### src/rtl/pcs_pkg.sv
package pcs_pkg;

  typedef enum logic [2:0] {
    OP_HOLD   = 3'd0,
    OP_INC    = 3'd1,
    OP_JUMP   = 3'd2,
    OP_CALL   = 3'd3,
    OP_RET    = 3'd4,
    OP_RETFIE = 3'd5,
    OP_RETLW  = 3'd6,
    OP_RSVD   = 3'd7
  } pcs_op_e;

  typedef enum logic [2:0] {
    ACT_KEEP   = 3'd0,
    ACT_STEP   = 3'd1,
    ACT_TARGET = 3'd2,
    ACT_VECTOR = 3'd3,
    ACT_POP    = 3'd4
  } pcs_act_e;

  typedef struct packed {
    pcs_act_e act;
    logic     push;
    logic     pop;
    logic     retfie;
  } pcs_ctl_t;

endpackage

### src/rtl/pcs_rst_sync.sv
module pcs_rst_sync #(
  parameter int unsigned STAGES = 2
) (
  input  logic clk,
  input  logic rst_n,
  output logic rst_sync_n
);
  logic [STAGES-1:0] sync_q;
  logic [STAGES-1:0] sync_d;

  // Shift a constant one in; assertion is asynchronous, release is clocked.
  always_comb begin
    sync_d = {sync_q[STAGES-2:0], 1'b1};
  end

  always_ff @(posedge clk or negedge rst_n) begin
    if (!rst_n) sync_q <= '0;
    else        sync_q <= sync_d;
  end

  assign rst_sync_n = sync_q[STAGES-1];
endmodule

### src/rtl/pcs_arbiter.sv
module pcs_arbiter
  import pcs_pkg::*;
(
  input  logic       irq_take_i,
  input  logic [2:0] op_i,
  output pcs_ctl_t   ctl_o
);
  pcs_op_e op;

  always_comb begin
    op    = pcs_op_e'(op_i);
    ctl_o = '{act: ACT_KEEP, push: 1'b0, pop: 1'b0, retfie: 1'b0};
    if (irq_take_i) begin
      // Interrupt entry outranks any decoded operation.
      ctl_o.act  = ACT_VECTOR;
      ctl_o.push = 1'b1;
    end else begin
      unique case (op)
        OP_INC:  ctl_o.act = ACT_STEP;
        OP_JUMP: ctl_o.act = ACT_TARGET;
        OP_CALL: begin
          ctl_o.act  = ACT_TARGET;
          ctl_o.push = 1'b1;
        end
        OP_RET, OP_RETLW: begin
          ctl_o.act = ACT_POP;
          ctl_o.pop = 1'b1;
        end
        OP_RETFIE: begin
          ctl_o.act    = ACT_POP;
          ctl_o.pop    = 1'b1;
          ctl_o.retfie = 1'b1;
        end
        OP_HOLD, OP_RSVD: ctl_o.act = ACT_KEEP;
        default:          ctl_o.act = ACT_KEEP;
      endcase
    end
  end
endmodule

### src/rtl/pcs_ret_stack.sv
module pcs_ret_stack #(
  parameter int unsigned DEPTH = 8,
  parameter int unsigned WIDTH = 13
) (
  input  logic             clk,
  input  logic             rst_n,
  input  logic             push_i,
  input  logic             pop_i,
  input  logic [WIDTH-1:0] push_data_i,
  output logic [WIDTH-1:0] top_o
);
  // DEPTH must be a power of two so the pointer wraps by itself.
  localparam int unsigned PW = (DEPTH > 1) ? $clog2(DEPTH) : 1;

  logic [WIDTH-1:0] slot_q [DEPTH];
  logic [PW-1:0]    ptr_q;
  logic [PW-1:0]    ptr_d;
  logic [PW-1:0]    top_idx;
  logic [DEPTH-1:0] wr_en;

  always_comb begin
    ptr_d = ptr_q;
    if (push_i)     ptr_d = ptr_q + PW'(1);
    else if (pop_i) ptr_d = ptr_q - PW'(1);
    top_idx = ptr_q - PW'(1);
  end

  always_ff @(posedge clk or negedge rst_n) begin
    if (!rst_n) ptr_q <= '0;
    else        ptr_q <= ptr_d;
  end

  for (genvar g = 0; g < DEPTH; g++) begin : g_slot
    assign wr_en[g] = push_i && (ptr_q == PW'(g));
    always_ff @(posedge clk or negedge rst_n) begin
      if (!rst_n)        slot_q[g] <= '0;
      else if (wr_en[g]) slot_q[g] <= push_data_i;
    end
  end

  assign top_o = slot_q[top_idx];
endmodule

### src/rtl/pcs_counter.sv
module pcs_counter
  import pcs_pkg::*;
#(
  parameter int unsigned PC_W      = 13,
  parameter logic [PC_W-1:0] RST_VEC = '0,
  parameter logic [PC_W-1:0] IRQ_VEC = PC_W'(4)
) (
  input  logic            clk,
  input  logic            rst_n,
  input  pcs_ctl_t        ctl_i,
  input  logic [PC_W-1:0] target_i,
  input  logic [PC_W-1:0] pop_data_i,
  output logic [PC_W-1:0] pc_o,
  output logic [PC_W-1:0] ret_addr_o,
  output logic            retfie_pulse_o
);
  logic [PC_W-1:0] pc_q, pc_d;
  logic            pc_en;
  logic            pulse_q, pulse_d;

  assign ret_addr_o = pc_q + PC_W'(1);

  always_comb begin
    pc_en = (ctl_i.act != ACT_KEEP);
    unique case (ctl_i.act)
      ACT_STEP:   pc_d = ret_addr_o;
      ACT_TARGET: pc_d = target_i;
      ACT_VECTOR: pc_d = IRQ_VEC;
      ACT_POP:    pc_d = pop_data_i;
      default:    pc_d = pc_q;
    endcase
    pulse_d = ctl_i.retfie;
  end

  always_ff @(posedge clk or negedge rst_n) begin
    if (!rst_n)     pc_q <= RST_VEC;
    else if (pc_en) pc_q <= pc_d;
  end

  always_ff @(posedge clk or negedge rst_n) begin
    if (!rst_n) pulse_q <= 1'b0;
    else        pulse_q <= pulse_d;
  end

  assign pc_o           = pc_q;
  assign retfie_pulse_o = pulse_q;
endmodule

### src/rtl/pc_stack_unit.sv
module pc_stack_unit
  import pcs_pkg::*;
#(
  parameter int unsigned PC_W        = 13,
  parameter int unsigned PHYS_W      = 10,
  parameter int unsigned STACK_DEPTH = 8,
  parameter int unsigned SYNC_STAGES = 2
) (
  input  logic              clk,
  input  logic              rst_n,
  input  logic              irq_take_i,
  input  logic [2:0]        op_i,
  input  logic [PC_W-1:0]   target_i,
  output logic [PC_W-1:0]   pc_o,
  output logic [PHYS_W-1:0] fetch_addr_o,
  output logic              retfie_pulse_o
);
  localparam logic [PC_W-1:0] RST_VEC = '0;
  localparam logic [PC_W-1:0] IRQ_VEC = PC_W'(4);

  logic            rst_sync_n;
  pcs_ctl_t        ctl;
  logic [PC_W-1:0] ret_addr;
  logic [PC_W-1:0] top_data;

  pcs_rst_sync #(.STAGES(SYNC_STAGES)) u_rst (
    .clk        (clk),
    .rst_n      (rst_n),
    .rst_sync_n (rst_sync_n)
  );

  pcs_arbiter u_arb (
    .irq_take_i (irq_take_i),
    .op_i       (op_i),
    .ctl_o      (ctl)
  );

  pcs_ret_stack #(.DEPTH(STACK_DEPTH), .WIDTH(PC_W)) u_stack (
    .clk         (clk),
    .rst_n       (rst_sync_n),
    .push_i      (ctl.push),
    .pop_i       (ctl.pop),
    .push_data_i (ret_addr),
    .top_o       (top_data)
  );

  pcs_counter #(.PC_W(PC_W), .RST_VEC(RST_VEC), .IRQ_VEC(IRQ_VEC)) u_pc (
    .clk            (clk),
    .rst_n          (rst_sync_n),
    .ctl_i          (ctl),
    .target_i       (target_i),
    .pop_data_i     (top_data),
    .pc_o           (pc_o),
    .ret_addr_o     (ret_addr),
    .retfie_pulse_o (retfie_pulse_o)
  );

  // Only the low window of the program store exists; high bits fold away.
  assign fetch_addr_o = pc_o[PHYS_W-1:0];
endmodule

### config.mk
export PLATFORM = sky130hd
export DESIGN_NAME = pc_stack_unit
export DESIGN_NICKNAME = d
export VERILOG_FILES = /design/src/rtl/pcs_pkg.sv /design/src/rtl/pcs_rst_sync.sv /design/src/rtl/pcs_arbiter.sv /design/src/rtl/pcs_ret_stack.sv /design/src/rtl/pcs_counter.sv /design/src/rtl/pc_stack_unit.sv
export SDC_FILE = /design/constraint.sdc
export NUM_CORES = 1
export LEC_CHECK = 0
export BUFFER_PORTS_ARGS = -buffer_cell sky130_fd_sc_hd__buf_2
export CAP_MARGIN = 40
export CORE_MARGIN = 3
export CORE_UTILIZATION = 25
export CTS_BUF_LIST = sky130_fd_sc_hd__clkbuf_4 sky130_fd_sc_hd__clkbuf_8 sky130_fd_sc_hd__clkbuf_16
export DETAILED_ROUTE_END_ITERATION = 10
export HOLD_SLACK_MARGIN = 0.05
export PLACE_DENSITY = 0.41
export SLEW_MARGIN = 5
export SYNTH_ARGS = -nofsm -noshare
export SYNTH_HDL_FRONTEND = slang
export SYNTH_SLANG_ARGS = --single-unit
### constraint.sdc
create_clock -name clk -period 4 [get_ports clk]
set_input_delay 1 -clock clk [delete_from_list [all_inputs] [get_ports clk]]
set_output_delay 1 -clock clk [all_outputs]
set_load 0.01 [all_outputs]
**After elaboration in Yosys (flattened, before gate mapping)**

Index checks and enable logic that the tools add are counted.

- Bits in registers: 123
- Bits of input ports: 19

- Add/subtract/negate cells: 3
- Order comparisons: 1
- Eq/ne operators: 18
- Mux-type cells: 12
- Bitwise gates (word level): 1
- Reductions and logical operators: 17

Operator list:

| cell | number |
|---|---|
| 13-bit case mux with 4 select lines | 1 |
| 13-bit binary-select mux with 3-bit select | 1 |
| 3-bit == test (second input constant) | 9 |
| 13-bit two-way mux | 2 |
| 3-bit by 2-bit == test with 1-bit output (second input constant) | 6 |
| 13-bit by 1-bit adder with 13-bit output (second input constant) | 1 |
| 3-bit case mux with 4 select lines | 1 |
| 3-bit by 1-bit == test with 1-bit output (second input constant) | 3 |
| 1-bit logical AND | 8 |
| 3-bit zero test | 2 |
| 3-bit two-way mux | 2 |
| 4-bit >= comparator (second input constant) | 1 |
| 4-bit two-way mux | 1 |
| 3-bit NOT with 4-bit output | 1 |
| 4-bit nonzero test | 1 |
| 2-bit OR reduction | 2 |
| 3-bit by 1-bit adder with 3-bit output (second input constant) | 1 |
| 1-bit two-way mux | 3 |
| 3-bit nonzero test | 1 |
| 3-bit OR reduction | 1 |
| 3-bit by 1-bit subtractor with 3-bit output (second input constant) | 1 |
| 2-bit two-way mux | 1 |
| 2-bit AND reduction | 1 |
| 2-bit nonzero test | 1 |

**Depth between registers and ports, before layout**

- Word-level depth: 7
- Gate-level depth with buffers: 11

**By module**

A second synthesis with hierarchy kept.

- Cells, all modules: 568
- Area total of the unflattened synthesis: 6,680.2 µm²

By module, submodules not included:

| module | instances | cells an instance | area each (µm²) | seq. area each (µm²) |
|---|---|---|---|---|
| pcs_ret_stack | 1 | 384 | 5,132.4 | 2,677.6 |
| pcs_counter | 1 | 162 | 1,361.3 | 350.3 |
| pc_stack_unit | 1 | 10 | 75.1 | 0.0 |
| pcs_arbiter | 1 | 9 | 57.6 | 0.0 |
| pcs_rst_sync | 1 | 3 | 53.8 | 50.0 |

**Least setup slack after synthesis**

OpenSTA, ideal clock, no wires.

- Path kind: reg2reg
- Start: reg u_stack.ptr_q[0]
- End: reg u_pc.pc_q[1] (netlist: u_pc.pc_o[1])
- Setup time: 126 ps
- Data arrival time: 2,788 ps
- Path slack: 1,086 ps
- Stages on the path, launching flop included: 9
- Path buffers: 4
- Period minus slack after synthesis: 2,914 ps
- Path through: dfrtp_1 -> buf_2 -> clkbuf_1 -> inv_1 -> ha_1 -> clkbuf_1 -> clkbuf_1 -> mux4_1 -> a221o_1

- Cells in the longest elaborated chain, start to end: 6

Ends and longest elaborated chain:

| element | line | source |
|---|---|---|
| start, declared | pcs_ret_stack.sv:16 | `logic [PW-1:0] ptr_q;` |
| start signal, assigned | pcs_ret_stack.sv:30 | `else ptr_q <= ptr_d;` |
| 3-bit by 1-bit subtractor with 3-bit output | pcs_ret_stack.sv:25 | `top_idx = ptr_q - PW'(1);` |
| 3-bit NOT with 4-bit output (implied by the code) | pcs_ret_stack.sv:41 | `assign top_o = slot_q[top_idx];` |
| 13-bit binary-select mux with 3-bit select | pcs_ret_stack.sv:41 |  |
| 13-bit two-way mux (implied by the code) (2 in series) | pcs_ret_stack.sv:41 |  |
| 13-bit case mux with 4 select lines | pcs_counter.sv:25 | `unique case (ctl_i.act)` |
| end signal, assigned | pcs_counter.sv:37 | `else if (pc_en) pc_q <= pc_d;` |
| end, declared | pcs_counter.sv:17 | `logic [PC_W-1:0] pc_q, pc_d;` |

Every way passes these cells. The select of a mux whose other input is x is not followed.
A chain may end at the register's enable or synchronous reset.

**Worst setup path in the final report**

Ends and elaborated chain as after synthesis.

==> reports/qor.yml <==
run_status:
  status: "finished, final reports clean"
yosys:
  synth_cells: 587
  synth_seq_cells: 123
  syn_area_per_cell_um2: 10.07
  syn_nets: 614
  yosysTopAreaCellShare_pct: 52.05
  synth_top_area_cell: "dfrtp_1"
  synthTopCellsByArea: "dfrtp_1, o21ai_0, nand2_1, mux4_2, mux4_1"
  synthDistinctLibCells: 46
  syn-cell-area_um2: 5913
  yosys_warnings: 0
  yosysSeqAreaShare_pct: 52.05
floorplan:
  core_area_um2: 22920
  die_w_um: 159.8
  die_area_um2: 25530
  row_count: 55
  die_h_um: 159.8
  ioPinCount: 43
  initial_utilization_pct: 25.80
cells_and_area:
  nets: 644
  antennaDiodeCount: 0
  fill_cells: 2384
  regArea_um2: 3082
  multi_input_area_um2: 2572
  final_cell_mix: "nand2_1, dfrtp_1, o21ai_0, buf_2, nor2_1"
  drive_gt1_share_pct: 18.41
  syn2layout_area_growth_pct: 20.52
  layout_commonest_cell: "nand2_1"
  layoutNonFillerInstCount: 943
  final_util_pct: 31.10
timing:
  fin_skew_ns: 0.008150
  finalCriticalPeriod_ns: 2.749
  finalSetupTns_ns: 0
  rsz0062_at_grt: "false"
  finalHoldViolCount: 0
  slew_violations: 0
  hold_slack_ns: 0.3516
  max-slew-margin-rel_pct: 42.75
  fmax_ghz: 0.3637
  finalCritPeriodShare_pct: 68.73
  tightest_slew_ns: 0.8587
  setup_viol_count_final: 0
clock_network:
  cts_tree: "done"
  numClockSinks: 123
  root_buffer: "clkbuf_16"
  clock_latency_ns: 0.42
  htreeDepth: 4
  ctsHoldBuffers: 0
  clk_pin_slew_ns: 0.06
  cts_resized: 0
  cts_setup_buffers: 0
  cts_buffers: 17
  clock_path_buffers: 2
placed_design:
  post-place-cells: 911
  gp_congestion: 0.7274
  dp_hpwl_mm: 11.05
  numPortBuffers: 42
setup_path:
  cp_max_fo: 16
  critical_path_class: "register to register"
  startpoint_type: "register"
  endpoint_kind: "register"
  critical_path_required_ns: 4.30
  worstPathArrival_ns: 3.05
drt:
  drtAntennaViolNets: 0
  wirelength_mm: 16.80
  route.detailed.drc: 0
  wire_per_inst_um: 17.81
  viasPerCell: 4.684
  firstDrtPassIters: 4
  first_iter_violations: 276
  vias: 4417
power:
  cellPowerDensity_nw_per_um2: 850.6
  leakagePower_uw: 0.003179
  seqPwrFrac_pct: 34.7
  clockPowerShare_pct: 29.7
  p_int_uw: 3880
  power.total_uw: 6062
  ir_drop_mv: 0.3210
  power.switching_uw: 2181
  power_frac_comb_pct: 35.6
  swShare_pct: 35.98
global_routing:
  grt_max_degree: 122
  antenna_found_initial: 0
  grt_pass1_wl_mm: 26.54
  grt_remaining_overflow: 0
  grt_use_total_pct: 13.58
  grt_pass1_vias: 4412
job:
  maxCapViolCount: 0
hold_path:
  hp-class: "primary input to asynchronous set/reset pin"
-- Yosys cell counts, drive strengths merged --
| cell type | count |
|---|---|
| ha | 8 |
| o21ai | 105 |
| dfrtp | 123 |
| xnor2 | 8 |
| a2111o | 1 |
| and4 | 2 |
| or2 | 1 |
| mux4 | 20 |
| a21boi | 2 |
| mux2i | 8 |
| o211ai | 1 |
| a22oi | 2 |
| nand3 | 15 |
| o311ai | 1 |
| buf | 17 |
| and3 | 3 |
| xor2 | 7 |
| a21o | 1 |
| o22a | 1 |
| nor3 | 3 |
| a31oi | 4 |
| nand2 | 131 |
| a221oi | 3 |
| a221o | 2 |
| a21bo | 1 |
| nand2b | 2 |
| a211oi | 3 |
| clkbuf | 30 |
| inv | 9 |
| nor2b | 2 |
| conb | 1 |
| nor3b | 1 |
| o22ai | 2 |
| nor4 | 6 |
| a32o | 2 |
| nor2 | 29 |
| nand4 | 6 |
| mux2 | 8 |
| a21oi | 13 |
| a32oi | 3 |
-- logic make-up (layout without fill, tap and decap cells) --
group	after synthesis	count (layout)	share of synthesized area, %
simple gates	201	201	14.22
compound gates	147	147	14.05
flops	123	123	52.05
buf+inv	56	99	4.443
mux	36	36	10.94
xor+xnor	15	15	2.539
fa+ha+maj	8	8	1.693
other cells	1	1	0.06342
-- state kept, by name, summed over array words and instances, names as in the netlist --
signal / flops
u_stack.slot_q: 104
u_pc.pc_o: 13
u_stack.ptr_q: 3
u_rst.sync_q: 2
u_pc.retfie_pulse_o: 1
-- stage by stage --
step / cell area (µm²) / setup WS, ns
after detailed placement: 6437 / 1.082
after global routing: 7127 / 1.081
after CTS: 7127 / 1.224
after floorplan: 5913 / 0.3195
final: 7127 / 1.251
after global placement: 6407 / 0.9424
-- worst paths after layout --
check                                                  start                       endpoint  slack (ns)  depth (start not counted)
min in group clk                   u_rst.sync_q[0]$_DFF_PN0_      u_rst.sync_q[1]$_DFF_PN0_        0.35                          0
worst max register to register  u_stack.ptr_q[0]$_DFFE_PN0P_       u_pc.pc_o[1]$_DFFE_PN0P_        1.25                          5
worst min-delay path                                   rst_n      u_rst.sync_q[0]$_DFF_PN0_        0.35                          1
max in group asynchronous          u_rst.sync_q[1]$_DFF_PN0_  u_stack.slot_q[4]$_DFFE_PN0P_        3.06                          1
worst min register to register     u_rst.sync_q[0]$_DFF_PN0_      u_rst.sync_q[1]$_DFF_PN0_        0.35                          0
worst max-delay path            u_stack.ptr_q[0]$_DFFE_PN0P_       u_pc.pc_o[1]$_DFFE_PN0P_        1.25                          5
-- routing by layer --
| metal | global-route usage, % | vias up | wire length, µm |
|---|---|---|---|
| met5 | 0 | - | 0 |
| met4 | 4.655 | 0 | 223 |
| met3 | 3.165 | 17 | 752 |
| met2 | 19.57 | 88 | 7213 |
| met1 | 19.97 | 2190 | 8607 |
| li1 | - | 2122 | - |
-- power by group through the flow --
stage / registers (µW) / clock network (µW) / logic [µW]
floorplan: 2020 / 0 / 1600
global placement: 2110 / 0 / 2120
detailed placement: 2120 / 0 / 2180
CTS: 2110 / 1840 / 2180
global route: 2170 / 1890 / 2410
finish: 2100 / 1800 / 2160
-- worst max-delay path, stage by stage, from the launching register on --
cell	delay, ns
dfrtp_1	0.37
inv_1	0.27
ha_1	0.36
xor2_4	0.62
mux4_1	0.65
a221o_1	0.35
-- cell type report --
class | instances | share of cell area, %
clock buffers | 19 | 6.355
clock inverters | 13 | 3.318
inverters | 9 | 0.4740
multi-input cells | 408 | 36.10
flip-flops and latches | 123 | 43.24
well taps | 313 | 5.495
repair buffers | 58 | 5.021
(Power assumes the default switching activity.)
